**src/rtl/ddr_trk_pkg.sv**
```systemverilog
package ddr_trk_pkg;
  localparam int OP_W = 3;

  typedef enum logic [OP_W-1:0] {
    OP_ACT  = 3'd0,
    OP_RD   = 3'd1,
    OP_RDA  = 3'd2,
    OP_PRE  = 3'd3,
    OP_PREA = 3'd4
  } op_e;

  typedef enum logic [1:0] {
    BK_IDLE = 2'd0,
    BK_OPEN = 2'd1,
    BK_APRD = 2'd2
  } bk_e;
endpackage

```
**src/rtl/ddr_bank_fsm.sv**
```systemverilog
module ddr_bank_fsm
  import ddr_trk_pkg::*;
#(
  parameter int TRCD_W = 4
) (
  input  logic              clk,
  input  logic              rst,
  input  logic [TRCD_W-1:0] cfg_trcd,
  input  logic              do_act,
  input  logic              do_rd,
  input  logic              do_rda,
  input  logic              do_pre,
  input  logic              ap_done,
  output bk_e               st,
  output logic              rcd_ok
);
  logic [TRCD_W-1:0] rcd_cnt;

  // cycles still to wait after the activate edge; zero behaves as one
  function automatic logic [TRCD_W-1:0] rcd_load(input logic [TRCD_W-1:0] t);
    return (t == '0) ? '0 : t - TRCD_W'(1);
  endfunction

  always_ff @(posedge clk) begin
    if (rst) begin
      st      <= BK_IDLE;
      rcd_cnt <= '0;
    end else begin
      if (do_act)              rcd_cnt <= rcd_load(cfg_trcd);
      else if (rcd_cnt != '0)  rcd_cnt <= rcd_cnt - TRCD_W'(1);

      if (do_act)       st <= BK_OPEN;
      else if (do_rda)  st <= BK_APRD;
      else if (do_pre)  st <= BK_IDLE;
      else if (ap_done) st <= BK_IDLE;
    end
  end

  assign rcd_ok = (rcd_cnt == '0);

  // a read only passes the decode when the delay has elapsed on an open bank
  p_rcd_gate_r3: assert property (@(posedge clk) disable iff (rst)
    (do_rd || do_rda) |-> (rcd_ok && st == BK_OPEN));

  // an accepted activate opens the bank
  p_act_opens_r2: assert property (@(posedge clk) disable iff (rst)
    do_act |=> (st == BK_OPEN));

  // an auto-precharge read holds the bank until its burst completes
  p_ap_hold_r9: assert property (@(posedge clk) disable iff (rst)
    (st == BK_APRD && !ap_done) |=> (st == BK_APRD));

  // no precharge or activate reaches a bank closing on its own
  p_ap_no_cmd_r9: assert property (@(posedge clk) disable iff (rst)
    (st == BK_APRD) |-> !(do_act || do_pre || do_rd || do_rda));
endmodule

```
**src/rtl/ddr_burst_ctl.sv**
```systemverilog
module ddr_burst_ctl #(
  parameter int BA_W = 2,
  parameter int CL_W = 3,
  parameter int BL_W = 4
) (
  input  logic            clk,
  input  logic            rst,
  input  logic            start,
  input  logic [BA_W-1:0] start_bank,
  input  logic            start_ap,
  input  logic [CL_W-1:0] cfg_cl,
  input  logic [BL_W-1:0] cfg_bl,
  input  logic            kill,
  output logic            rd_valid,
  output logic [BA_W-1:0] rd_bank,
  output logic            busy,
  output logic            owner_ap,
  output logic            ap_done
);
  logic            pend;
  logic [CL_W-1:0] lat_cnt;
  logic [BL_W-1:0] beats_left;

  // latency counter start value; zero behaves as one
  function automatic logic [CL_W-1:0] lat_load(input logic [CL_W-1:0] cl);
    return (cl == '0) ? CL_W'(1) : cl;
  endfunction

  // beats remaining after the first valid cycle: BL/2 - 1, at least zero
  function automatic logic [BL_W-1:0] beat_load(input logic [BL_W-1:0] bl);
    logic [BL_W-1:0] half;
    half = bl >> 1;
    return (half == '0) ? '0 : half - BL_W'(1);
  endfunction

  always_ff @(posedge clk) begin
    if (rst) begin
      pend       <= 1'b0;
      rd_valid   <= 1'b0;
      lat_cnt    <= '0;
      beats_left <= '0;
      rd_bank    <= '0;
      owner_ap   <= 1'b0;
    end else if (kill) begin
      pend     <= 1'b0;
      rd_valid <= 1'b0;
      owner_ap <= 1'b0;
    end else if (start) begin
      pend       <= 1'b1;
      lat_cnt    <= lat_load(cfg_cl);
      beats_left <= beat_load(cfg_bl);
      rd_bank    <= start_bank;
      owner_ap   <= start_ap;
    end else if (pend) begin
      if (lat_cnt == CL_W'(1)) begin
        pend     <= 1'b0;
        rd_valid <= 1'b1;
      end else begin
        lat_cnt <= lat_cnt - CL_W'(1);
      end
    end else if (rd_valid) begin
      if (beats_left == '0) begin
        rd_valid <= 1'b0;
        owner_ap <= 1'b0;
      end else begin
        beats_left <= beats_left - BL_W'(1);
      end
    end
  end

  assign busy    = pend || rd_valid;
  assign ap_done = rd_valid && (beats_left == '0) && owner_ap;

  // a cancel closes the window on the next cycle
  p_kill_closes_r7: assert property (@(posedge clk) disable iff (rst)
    kill |=> (!rd_valid && !busy));

  // a new burst is only accepted on an idle data path
  p_start_free_r11: assert property (@(posedge clk) disable iff (rst)
    start |-> !busy);

  // the window only opens out of the latency phase
  p_open_after_lat_r5: assert property (@(posedge clk) disable iff (rst)
    $rose(rd_valid) |-> $past(pend));

  // an auto-precharge burst is never cancelled
  p_ap_no_kill_r9: assert property (@(posedge clk) disable iff (rst)
    (busy && owner_ap) |-> !kill);
endmodule

```
**src/rtl/ddr_read_tracker.sv**
```systemverilog
module ddr_read_tracker
  import ddr_trk_pkg::*;
#(
  parameter int NUM_BANKS = 4,
  parameter int TRCD_W    = 4,
  parameter int CL_W      = 3,
  parameter int BL_W      = 4,
  localparam int BA_W     = $clog2(NUM_BANKS)
) (
  input  logic                 clk,
  input  logic                 rst,
  input  logic                 cmd_valid,
  input  logic [OP_W-1:0]      cmd_op,
  input  logic [BA_W-1:0]      cmd_bank,
  input  logic [TRCD_W-1:0]    cfg_trcd,
  input  logic [CL_W-1:0]      cfg_cl,
  input  logic [BL_W-1:0]      cfg_bl,
  output logic [NUM_BANKS-1:0] bank_idle,
  output logic                 cmd_ok,
  output logic                 cmd_bad,
  output logic                 rd_valid,
  output logic [BA_W-1:0]      rd_bank
);
  logic [NUM_BANKS-1:0] open_v, ap_v, rcd_ok_v, idle_v;
  logic busy, owner_ap, ap_done, legal, is_rd, is_pre_any, kill, start;

  // legality of the presented command against the current bank states
  always_comb begin
    legal = 1'b0;
    case (cmd_op)
      OP_ACT:        legal = idle_v[cmd_bank];
      OP_RD, OP_RDA: legal = open_v[cmd_bank] && rcd_ok_v[cmd_bank] && !busy;
      OP_PRE:        legal = !ap_v[cmd_bank];
      OP_PREA:       legal = !(|ap_v);
      default:       legal = 1'b0;
    endcase
  end

  assign is_rd      = (cmd_op == OP_RD) || (cmd_op == OP_RDA);
  assign is_pre_any = (cmd_op == OP_PREA) || ((cmd_op == OP_PRE) && (cmd_bank == rd_bank));
  assign start      = cmd_valid && legal && is_rd;
  assign kill       = cmd_valid && legal && busy && is_pre_any;

  for (genvar i = 0; i < NUM_BANKS; i++) begin : g_bank
    logic hit, do_pre;
    bk_e  st;
    assign hit    = cmd_valid && legal && (cmd_bank == BA_W'(i));
    assign do_pre = (hit && cmd_op == OP_PRE) ||
                    (cmd_valid && legal && cmd_op == OP_PREA);

    ddr_bank_fsm #(.TRCD_W(TRCD_W)) u_bank (
      .clk      (clk),
      .rst      (rst),
      .cfg_trcd (cfg_trcd),
      .do_act   (hit && cmd_op == OP_ACT),
      .do_rd    (hit && cmd_op == OP_RD),
      .do_rda   (hit && cmd_op == OP_RDA),
      .do_pre   (do_pre),
      .ap_done  (ap_done && (rd_bank == BA_W'(i))),
      .st       (st),
      .rcd_ok   (rcd_ok_v[i])
    );

    assign idle_v[i] = (st == BK_IDLE);
    assign open_v[i] = (st == BK_OPEN);
    assign ap_v[i]   = (st == BK_APRD);
  end

  ddr_burst_ctl #(.BA_W(BA_W), .CL_W(CL_W), .BL_W(BL_W)) u_burst (
    .clk        (clk),
    .rst        (rst),
    .start      (start),
    .start_bank (cmd_bank),
    .start_ap   (cmd_op == OP_RDA),
    .cfg_cl     (cfg_cl),
    .cfg_bl     (cfg_bl),
    .kill       (kill),
    .rd_valid   (rd_valid),
    .rd_bank    (rd_bank),
    .busy       (busy),
    .owner_ap   (owner_ap),
    .ap_done    (ap_done)
  );

  always_ff @(posedge clk) begin
    if (rst) begin
      cmd_ok  <= 1'b0;
      cmd_bad <= 1'b0;
    end else begin
      cmd_ok  <= cmd_valid && legal;
      cmd_bad <= cmd_valid && !legal;
    end
  end

  assign bank_idle = idle_v;

  // the two verdict flags never rise together
  p_flags_excl_r12: assert property (@(posedge clk) disable iff (rst)
    !(cmd_ok && cmd_bad));

  // an accepted precharge-all leaves every bank idle
  p_prea_all_idle_r10: assert property (@(posedge clk) disable iff (rst)
    (cmd_valid && legal && cmd_op == OP_PREA) |=> (&bank_idle && !rd_valid));

  // an auto-precharge owner bank is never reported idle during its burst
  p_ap_owner_busy_r8: assert property (@(posedge clk) disable iff (rst)
    (rd_valid && owner_ap) |-> !bank_idle[rd_bank]);
endmodule

```
**config.mk**
```make
export PLATFORM = sky130hd
export DESIGN_NAME = ddr_read_tracker
export DESIGN_NICKNAME = d
export VERILOG_FILES = /design/src/rtl/ddr_trk_pkg.sv /design/src/rtl/ddr_bank_fsm.sv /design/src/rtl/ddr_burst_ctl.sv /design/src/rtl/ddr_read_tracker.sv
export SDC_FILE = /design/constraint.sdc
export NUM_CORES = 1
export LEC_CHECK = 0
export BUFFER_PORTS_ARGS = -buffer_cell sky130_fd_sc_hd__buf_4
export CORE_MARGIN = 5
export CORE_UTILIZATION = 45
export CTS_CLUSTER_SIZE = 25
export DETAILED_ROUTE_END_ITERATION = 7
export PLACE_DENSITY = 0.68
export SYNTH_ARGS = -nofsm -noshare
export SYNTH_HDL_FRONTEND = slang
export SYNTH_SLANG_ARGS = --single-unit
```
**constraint.sdc**
```tcl
create_clock -name clk -period 4.87 [get_ports clk]
set_clock_uncertainty 0.2 [all_clocks]
set_input_delay 0.7305 -clock clk [delete_from_list [all_inputs] [get_ports clk]]
set_output_delay 0.7305 -clock clk [all_outputs]
set_load 0.02 [all_outputs]
```
==> flow_summary.yaml <==
run_status:
  outcome: "finished, final reports clean"
detailed_routing:
  wl_per_cell_um: 14.37
  drtPass1Iterations: 4
  num_vias: 2287
  first_iter_violations: 115
  ant_nets: 0
  post_drt_via_cell_ratio: 5.633
  drcViolationCount: 0
  wl_mm: 5.833
cts:
  cts.path.max_buffers: 2
  cts-buffers-inserted: 5
  path_clk_slew_ns: 0.07
  post_cts_resized: 0
  cts_root_buffer: "clkbuf_8"
  clock-sinks: 38
  cts_tree: "yes"
  cts_setup_buffers: 0
  cts_hold_buffers: 0
  clk_latency_ns: 0.30
  htreeDepth: 2
setup_path:
  r2r_slack_ns: 1.67
  timing.critical_path.buf_inv: 1
  cp.required_ns: 4.86
  path_delay_family: "compound AO/OA/AOI/OAI gates"
  worst_setup_path_start_kind: "input port"
  cp_slowest_cell: "a31oi_4"
  crit_type: "in2reg"
  cp_cell_sequence: "buf_4 -> and2b_1 -> a2111oi_4 -> nand4_4 -> a31oi_4 -> nand3_1 -> and3_2 -> a21o_1"
  crit_fanout: 24
  slowest_delay_ns: 0.62
  critPathArrivalTime_ns: 3.21
  r2r-end: "g_bank[2].u_bank.rcd_cnt[2]"
  crit_path_end_kind: "flip-flop"
  r2r-start: "g_bank[2].u_bank.rcd_cnt[0]"
  ff2ff_path_depth: 9
synth:
  synth_flop_cell: "dfxtp_1"
  yosysSeqAreaShare_pct: 29.17
  synthesis.area_um2: 2608
  synthAdderAreaFrac_pct: 6.238
  yosysWarnings: 0
  async_flop_share_pct: 0
  synth_simple_gate_area_share_pct: 28.65
  syn_nets: 345
  ys_ff_latch: 38
  synthDistinctLibCells: 62
  avgSynthCellArea_um2: 8.331
  synthCells: 313
  synth_xor_xnor_area_share_pct: 3.695
  synth_top_family_by_area: "simple AND/OR/NAND/NOR gates"
  synth_edf_count: 0
  synth_mux_area_share_pct: 3.839
  synth-compound-area-share_pct: 22.89
sta:
  period_minus_slack_ns: 3.218
  period_share_pct: 66.08
  tns_ns: 0
  clock.fmax_ghz: 0.3107
  slew_violations: 0
  hold_viol_final: 0
  setup_viol: 0
  tightest_slew_ns: 0.6741
  rsz0062_at_grt: "no"
  slew_headroom_pct: 55.06
pwr:
  power_leakage_nw: 1.070
  power.density_nw_per_um2: 374.6
  ir_drop_v: 0.0002106
grt:
  grt_pass1_vias: 2253
  gr-usage-all-layers_pct: 17.23
  grt_max_degree: 44
  grt_pass1_wl_mm: 10.35
  grt-ovfl-total: 0
  antenna_found_initial: 0
die:
  rows: 27
  initial_core_util_pct: 46.78
  die_h_um: 86.12
  dieArea_um2: 7417
  core_area_um2: 5574
  ios: 28
  dieWidth_um: 86.12
min_path:
  hold_path_end: "u_burst.lat_cnt[1]"
  min_path_type: "reg2reg"
  hold_path_depth: 2
  worstHoldStart: "u_burst.lat_cnt[1]"
job:
  cap_violations: 0
place:
  dp_hpwl_mm: 4.350
  io_buffers: 26
  dpl-instance-area_um2: 2824
  gp_congestion: 0.8407
layout:
  final_util_pct: 52.10
  design_area_um2: 2904
  fin_nets: 366
  drive_gt1_share_pct: 18.26
  area_delta_synth_final_pct: 11.37
  insertedDiodeCount: 0
-- worst reg2reg max path: cells and delay by family, from the launching register on --
| kind | cells | cell delay [ns] |
|---|---|---|
| buffers and inverters | 1 | 0.08 |
| adder cells (fa/ha/maj) | 1 | 0.15 |
| AND/OR/NAND/NOR | 4 | 1.26 |
| flip-flops | 1 | 0.33 |
| AO/OA/AOI/OAI | 3 | 1.08 |
-- power breakdown --
part | internal, mW | switching, mW | total, mW
logic | 0.223 | 0.229 | 0.452
registers | 0.376 | 0.0473 | 0.423
clock network | 0.0983 | 0.115 | 0.213
total | 0.697 | 0.391 | 1.09
-- layout by cell type, fill, tap and decap left out, types with 2 or more instances in the layout --
cell / Yosys / layout
nor2_1: 24 / 24
nand3b_1: 3 / 3
and3_1: 3 / 3
mux2_2: 2 / 2
a31oi_1: 3 / 3
nand3_2: 2 / 2
a211oi_2: 4 / 4
nor2b_1: 7 / 7
nand2b_1: 10 / 10
nor3_1: 12 / 12
a21boi_0: 2 / 2
o31ai_1: 3 / 3
o21ai_0: 14 / 14
a31oi_4: 2 / 2
or3_1: 8 / 8
inv_1: 18 / 18
buf_4: 0 / 27
mux4_2: 2 / 2
or3b_1: 2 / 2
nand4_1: 10 / 10
dfxtp_1: 38 / 38
nand3_1: 10 / 10
xnor2_1: 10 / 10
mux2_1: 2 / 2
clkbuf_8: 0 / 5
nor3b_1: 3 / 3
or2_2: 4 / 4
nand2_1: 27 / 27
o41ai_1: 2 / 2
a21oi_1: 26 / 26
o2bb2ai_1: 2 / 2
a211o_1: 2 / 2
o21a_1: 5 / 5
ha_1: 13 / 13
-- Yosys cell counts (7+ instances only) --
cell,count,area share [%]
nand2_1,27,3.9
nor2b_1,7,1.7
o21ai_0,14,2.7
or3_1,8,1.9
nand2b_1,10,2.4
xnor2_1,10,3.4
ha_1,13,6.2
nor3_1,12,2.3
inv_1,18,2.6
nand4_1,10,2.4
nor2_1,24,3.5
a21oi_1,26,5.0
dfxtp_1,38,29
nand3_1,10,1.9
-- flip-flops by register name, summed over array words and instances, names as in the netlist --
signal and cells:
cmd_bad 1, cmd_ok 1, g_bank.u_bank.rcd_cnt 16, g_bank.u_bank.st 8
u_burst.beats_left 4, u_burst.lat_cnt 3, u_burst.owner_ap 1, u_burst.pend 1
u_burst.rd_bank 2, u_burst.rd_valid 1
-- metal layers --
| metal | vias to the layer above | track usage (%) | part of all wire [%] |
|---|---|---|---|
| met5 | - | 0 | 0 |
| met3 | 13 | 2.594 | 3.5 |
| met4 | 0 | 9.353 | 3.1 |
| met1 | 1070 | 21.29 | 46 |
| met2 | 39 | 28.52 | 47 |
| li1 | 1165 | - | - |
-- layout make-up --
| cell class | count | area, um^2 |
|---|---|---|
| clock buffers | 6 | 72.57 |
| clock inverters | 1 | 7.507 |
| fillers | 549 | 2670 |
| inverters | 18 | 67.56 |
| multi-input cells | 244 | 1703 |
| flip-flops and latches | 38 | 760.7 |
| well taps | 72 | 90.09 |
| repair buffers | 27 | 202.7 |
-- through the flow --
stage / worst slack (ns) / power, mW / hold slack, ns / std cells
after floorplan: 2.198 / 0.8049 / 0.2318 / 313
after global routing: 1.401 / 1.188 / 0.3045 / 406
after CTS: 1.649 / 1.102 / 0.2782 / 406
final: 1.652 / 1.088 / 0.2794 / 406
after global placement: 1.341 / 0.8745 / 0.2421 / 399
after detailed placement: 1.332 / 0.8862 / 0.2676 / 399
-- cells by family (layout without fill, tap and decap cells) --
logic type,after synthesis,in the layout
buf+inv,31,52
compound gates,78,78
fa+ha+maj,13,13
mux,7,7
simple gates,135,135
flops,38,38
xor+xnor,11,11
-- worst max path at each step --
stage	start	to	depth (start not counted)	slack, ns
final	cmd_bank[1]	g_bank[2].u_bank.rcd_cnt[2]	8	1.65
after global routing	g_bank[2].u_bank.rcd_cnt[0]	g_bank[2].u_bank.rcd_cnt[2]	9	1.40
after CTS	cmd_bank[1]	g_bank[2].u_bank.rcd_cnt[2]	8	1.65
after detailed placement	cmd_bank[1]	g_bank[2].u_bank.rcd_cnt[2]	8	1.33
after global placement	cmd_bank[1]	g_bank[2].u_bank.rcd_cnt[2]	8	1.34
after floorplan	cmd_bank[1]	g_bank[1].u_bank.rcd_cnt[3]	7	2.20
No activity file was read; power rests on OpenSTA's default activity.
